## src/rtl/mbx_irq_pkg.sv

```systemverilog
`timescale 1ns/1ps
package mbx_irq_pkg;
  // Side indices used to select ports and flags.
  typedef enum int unsigned {SIDE_LEFT = 0, SIDE_RIGHT = 1} side_e;
  localparam int unsigned NUM_SIDES = 2;

  // Active-low control strobes of one side, grouped.
  typedef struct packed {
    logic sel_n;
    logic oe_n;
    logic wr_n;
    logic busy_n;
  } port_ctl_t;

  function automatic int unsigned peer_of(input int unsigned side);
    return (NUM_SIDES - 1) - side;
  endfunction
endpackage

```

## src/rtl/mbx_port_decode.sv

```systemverilog
`timescale 1ns/1ps
// Decodes one side's access into two requests:
//   post_peer : a write into the mailbox owned by the other side
//   ack_own   : a clearing access to this side's own mailbox
module mbx_port_decode
  import mbx_irq_pkg::*;
#(
  parameter int unsigned ADDR_W = 11,
  parameter logic [ADDR_W-1:0] OWN_BOX  = '1,
  parameter logic [ADDR_W-1:0] PEER_BOX = '1
) (
  input  port_ctl_t         ctl,
  input  logic [ADDR_W-1:0] addr,
  output logic              post_peer,
  output logic              ack_own
);
  logic selected;
  logic granted;
  logic at_own;
  logic at_peer;

  always_comb begin
    selected  = ~ctl.sel_n;
    granted   = ctl.busy_n;
    at_own    = (addr == OWN_BOX);
    at_peer   = (addr == PEER_BOX);
    post_peer = selected & ~ctl.wr_n & at_peer & granted;
    ack_own   = selected & ~ctl.oe_n & at_own & granted;
  end
endmodule

```

## src/rtl/mbx_flag_cell.sv

```systemverilog
`timescale 1ns/1ps
// One interrupt flag, stored active low. Set has priority over clear.
module mbx_flag_cell (
  input  logic clk,
  input  logic rst_n,
  input  logic set_req,
  input  logic clr_req,
  output logic irq_n
);
  logic irq_n_q;

  always_ff @(posedge clk or negedge rst_n) begin
    if (!rst_n)       irq_n_q <= 1'b1;
    else if (set_req) irq_n_q <= 1'b0;
    else if (clr_req) irq_n_q <= 1'b1;
  end

  assign irq_n = irq_n_q;
endmodule

```

## src/rtl/mbx_irq.sv

```systemverilog
`timescale 1ns/1ps
module mbx_irq
  import mbx_irq_pkg::*;
#(
  parameter int unsigned ADDR_W = 11
) (
  input  logic              clk,
  input  logic              rst_n,
  input  logic              l_sel_n,
  input  logic              l_oe_n,
  input  logic              l_wr_n,
  input  logic [ADDR_W-1:0] l_addr,
  input  logic              l_busy_n,
  input  logic              r_sel_n,
  input  logic              r_oe_n,
  input  logic              r_wr_n,
  input  logic [ADDR_W-1:0] r_addr,
  input  logic              r_busy_n,
  output logic              irq_l_n,
  output logic              irq_r_n
);
  // Highest address; the left mailbox sits one below it, the right one at it.
  localparam int unsigned TOP_ADDR = (1 << ADDR_W) - 1;

  port_ctl_t         ctl   [NUM_SIDES];
  logic [ADDR_W-1:0] addr  [NUM_SIDES];
  logic              post  [NUM_SIDES];
  logic              ack   [NUM_SIDES];
  logic              irq_n [NUM_SIDES];

  assign ctl[SIDE_LEFT]   = '{sel_n: l_sel_n, oe_n: l_oe_n, wr_n: l_wr_n, busy_n: l_busy_n};
  assign ctl[SIDE_RIGHT]  = '{sel_n: r_sel_n, oe_n: r_oe_n, wr_n: r_wr_n, busy_n: r_busy_n};
  assign addr[SIDE_LEFT]  = l_addr;
  assign addr[SIDE_RIGHT] = r_addr;

  for (genvar s = 0; s < NUM_SIDES; s++) begin : g_side
    localparam int unsigned P = peer_of(s);
    localparam logic [ADDR_W-1:0] OWN_BOX  = ADDR_W'(TOP_ADDR - 1 + s);
    localparam logic [ADDR_W-1:0] PEER_BOX = ADDR_W'(TOP_ADDR - 1 + P);

    mbx_port_decode #(
      .ADDR_W  (ADDR_W),
      .OWN_BOX (OWN_BOX),
      .PEER_BOX(PEER_BOX)
    ) u_dec (
      .ctl      (ctl[s]),
      .addr     (addr[s]),
      .post_peer(post[s]),
      .ack_own  (ack[s])
    );

    // The flag owned by side s is raised by the peer and lowered by s itself.
    mbx_flag_cell u_flag (
      .clk    (clk),
      .rst_n  (rst_n),
      .set_req(post[P]),
      .clr_req(ack[s]),
      .irq_n  (irq_n[s])
    );
  end

  assign irq_l_n = irq_n[SIDE_LEFT];
  assign irq_r_n = irq_n[SIDE_RIGHT];
endmodule

```

## config.mk

```make
export PLATFORM = sky130hd
export DESIGN_NAME = mbx_irq
export DESIGN_NICKNAME = d
export VERILOG_FILES = /design/src/rtl/mbx_irq_pkg.sv /design/src/rtl/mbx_port_decode.sv /design/src/rtl/mbx_flag_cell.sv /design/src/rtl/mbx_irq.sv
export SDC_FILE = /design/constraint.sdc
export NUM_CORES = 1
export LEC_CHECK = 0
export BUFFER_PORTS_ARGS = -buffer_cell sky130_fd_sc_hd__buf_4
export CAP_MARGIN = 15
export CORE_AREA = 5 5 42 44
export CTS_BUF_LIST = sky130_fd_sc_hd__clkbuf_8
export CTS_CLUSTER_DIAMETER = 200
export DETAILED_ROUTE_END_ITERATION = 7
export DIE_AREA = 0 0 47 49
export PLACE_DENSITY = 0.54
export SYNTH_ARGS = -nofsm -noshare
export SYNTH_HDL_FRONTEND = slang
export SYNTH_SLANG_ARGS = --single-unit
```

## constraint.sdc

```tcl
create_clock -name clk -period 2.94 [get_ports clk]
set_clock_uncertainty 0.2 [all_clocks]
set_input_delay 0.294 -clock clk [delete_from_list [all_inputs] [get_ports clk]]
set_output_delay 0.294 -clock clk [all_outputs]
set_load 0.005 [all_outputs]
```

==> results.toml <==
[outcome]
outcome = "finished clean"

[sta]
slew_headroom = 0.8791
fin_crit_sh = 0.4508
max_freq_mhz = 754.6
finalCriticalPeriod_ps = 1325
hold_viol = 0
tightest_slew_ps = 179.0
setup_violations = 0
fin_ws_ps = 1615
holdWs_ps = 86.79
tns_ps = 0
drv_slew = 0
rsz0062_at_grt = "no"

[detailed_routing]
wl_um = 740
viasPerCell = 4.143
first_pass_iters = 3
drc = 0
vias = 290
wl_per_cell_um = 10.57
drtIter0Drc = 2
ant_nets = 0

[floorplanning]
die_y_um = 49
start_util = 0.1179
die-area_sq_um = 2303
core_sq_um = 1401
ios = 34
fp.dieW_um = 47
rows = 14

[power]
leakagePower_nw = 0.2484
irDropWorstVdd_mv = 0.1360
power.density_nw_per_um2 = 351.1
fin_total_pwr_mw = 0.1700

[setup_path]
cp_data_required_time_ps = 2450
r2r_cells = 2
endpoint_kind = "primary output"
crit_family = "flip-flops"
crit_path_max_incr_delay_ps = 520
worstReg2RegEnd = "g_side[1].u_flag.irq_n"
ff2ff_setup_slack_ps = 1900
path_max_fanout = 2
crit_end = "irq_l_n"
worst_path_max_delay_cell = "dfstp_2"
worst-path-stages = 1
crit-reg2reg-launch = "g_side[1].u_flag.irq_n"
critPathLaunch = "g_side[0].u_flag.irq_n"
start_kind = "flop"
cp.buffers_inverters = 1
critical_path_arrival_ps = 830
crit_chain = "buf_4"
path_class = "reg2out"

[logic_synthesis]
ys_ff_latch = 2
seq_area_frac_synth = 0.3182
ys_types = 11
ys_warn_count = 0
syn_area_sq_um = 165.2
postSynthCellCount = 17
syn_area_per_cell_sq_um = 9.715
synth_nets = 49

[cells_and_area]
fill_cells = 154
antennaDiodeCount = 0
final_common_cell = "buf_4"
final_cell_count_no_fill = 70
syn_to_final_growth_pct = 193.2
finalNetCount = 88
drive_above_1_share = 0.7037
mostFrequentLayoutCells = "33 x buf_4, 3 x clkbuf_8"
largest_reg_flops = 2

[global_routing]
grt_pass1_wl_um = 1166
grt.total_usage = 0.07183
antenna_found_initial = 0
grt-ovfl-total = 0
gr-max-usage-layer = "met2"
met3_usage = 0.06273
grtUsageMet2 = 0.09502
grt_max_degree = 3
grt_pass1_vias = 299
use_met1 = 0.08132

[clock_network]
clkTransAtPathRegs_ps = 30
cts-root-buf = "clkbuf_8"
max-clock-path-buffers = 2
post_cts_buffers = 0
numCtsBuffers = 3
cts_tree = "built"
clock_latency_ps = 210
clkSinkCount = 2
htreeDepth = 1

[placement]
place_congestion = 0.7250
portBuffers = 33
dp_slack_ps = 1647
place_inst = 66
hpwl_um = 675.9

[run]
drv_cap = 0

[worst_hold_path]
min_path_type = "in2reg"
[layout make-up]
cell class / count / area, sq um / area share
multi-input cells: 14 / 108.9 / 0.2248
flip-flops and latches: 2 / 52.55 / 0.1085
well taps: 16 / 20.02 / 0.04134
inverters: 1 / 3.754 / 0.007752
clock buffers: 3 / 41.29 / 0.08527
repair buffers: 34 / 257.7 / 0.5323
[cells by family after synthesis]
family | Yosys count | share of synthesized area
buffers and inverters | 1 | 0.02271
AND/OR/NAND/NOR | 11 | 0.4924
flip-flops | 2 | 0.3182
AO/OA/AOI/OAI | 3 | 0.1667
[Yosys cell counts, drive strengths merged]
cell type,n,area (sq um)
dfstp,2,52.55
a41oi,2,17.52
inv,1,3.750
nand3,1,5.000
nand4,2,12.51
and4b,2,20.02
and4bb,1,12.51
nor2b,1,6.260
nor2,2,7.510
and4,2,17.52
o32a,1,10.01
[repair_timing]
item,in CTS,in global routing
hold buffers,1,0
resized for setup,0,0
hold endpoints to repair,2,0
[through the flow]
| stage | util | instance area, sq um |
|---|---|---|
| 2_1_floorplan | - | 165.2 |
| 3_3_place_gp | 0.3089 | 432.9 |
| 3_5_place_dp | 0.3089 | 432.9 |
| 4_1_cts | 0.3455 | 484.2 |
| 5_1_grt | 0.3455 | 484.2 |
| 6_report | 0.3455 | 484.2 |
[report_power, final]
part | total, mW | switching, mW | internal, mW
sequential | 0.0281 | 0.0000724 | 0.0281
combinational | 0.0356 | 0.00688 | 0.0287
clock | 0.106 | 0.0199 | 0.0864
[worst min-delay path by stage]
stage	depth (start not counted)	endpoint	startpoint	slack, ps
floorplan	0	g_side[0].u_flag.irq_n	rst_n	-50
global placement	1	g_side[1].u_flag.irq_n	rst_n	40
detailed placement	1	g_side[0].u_flag.irq_n	rst_n	40
CTS	2	g_side[1].u_flag.irq_n	l_addr[0]	90
global route	2	g_side[1].u_flag.irq_n	l_addr[0]	100
finish	2	g_side[1].u_flag.irq_n	l_addr[0]	90
[layer usage]
layer  part of all wire  wire length (um)
met5                  0                 0
met1               0.40               294
met2               0.44               325
met4                  0                 0
met3               0.16               120
No activity file was read; power rests on OpenSTA's default activity.
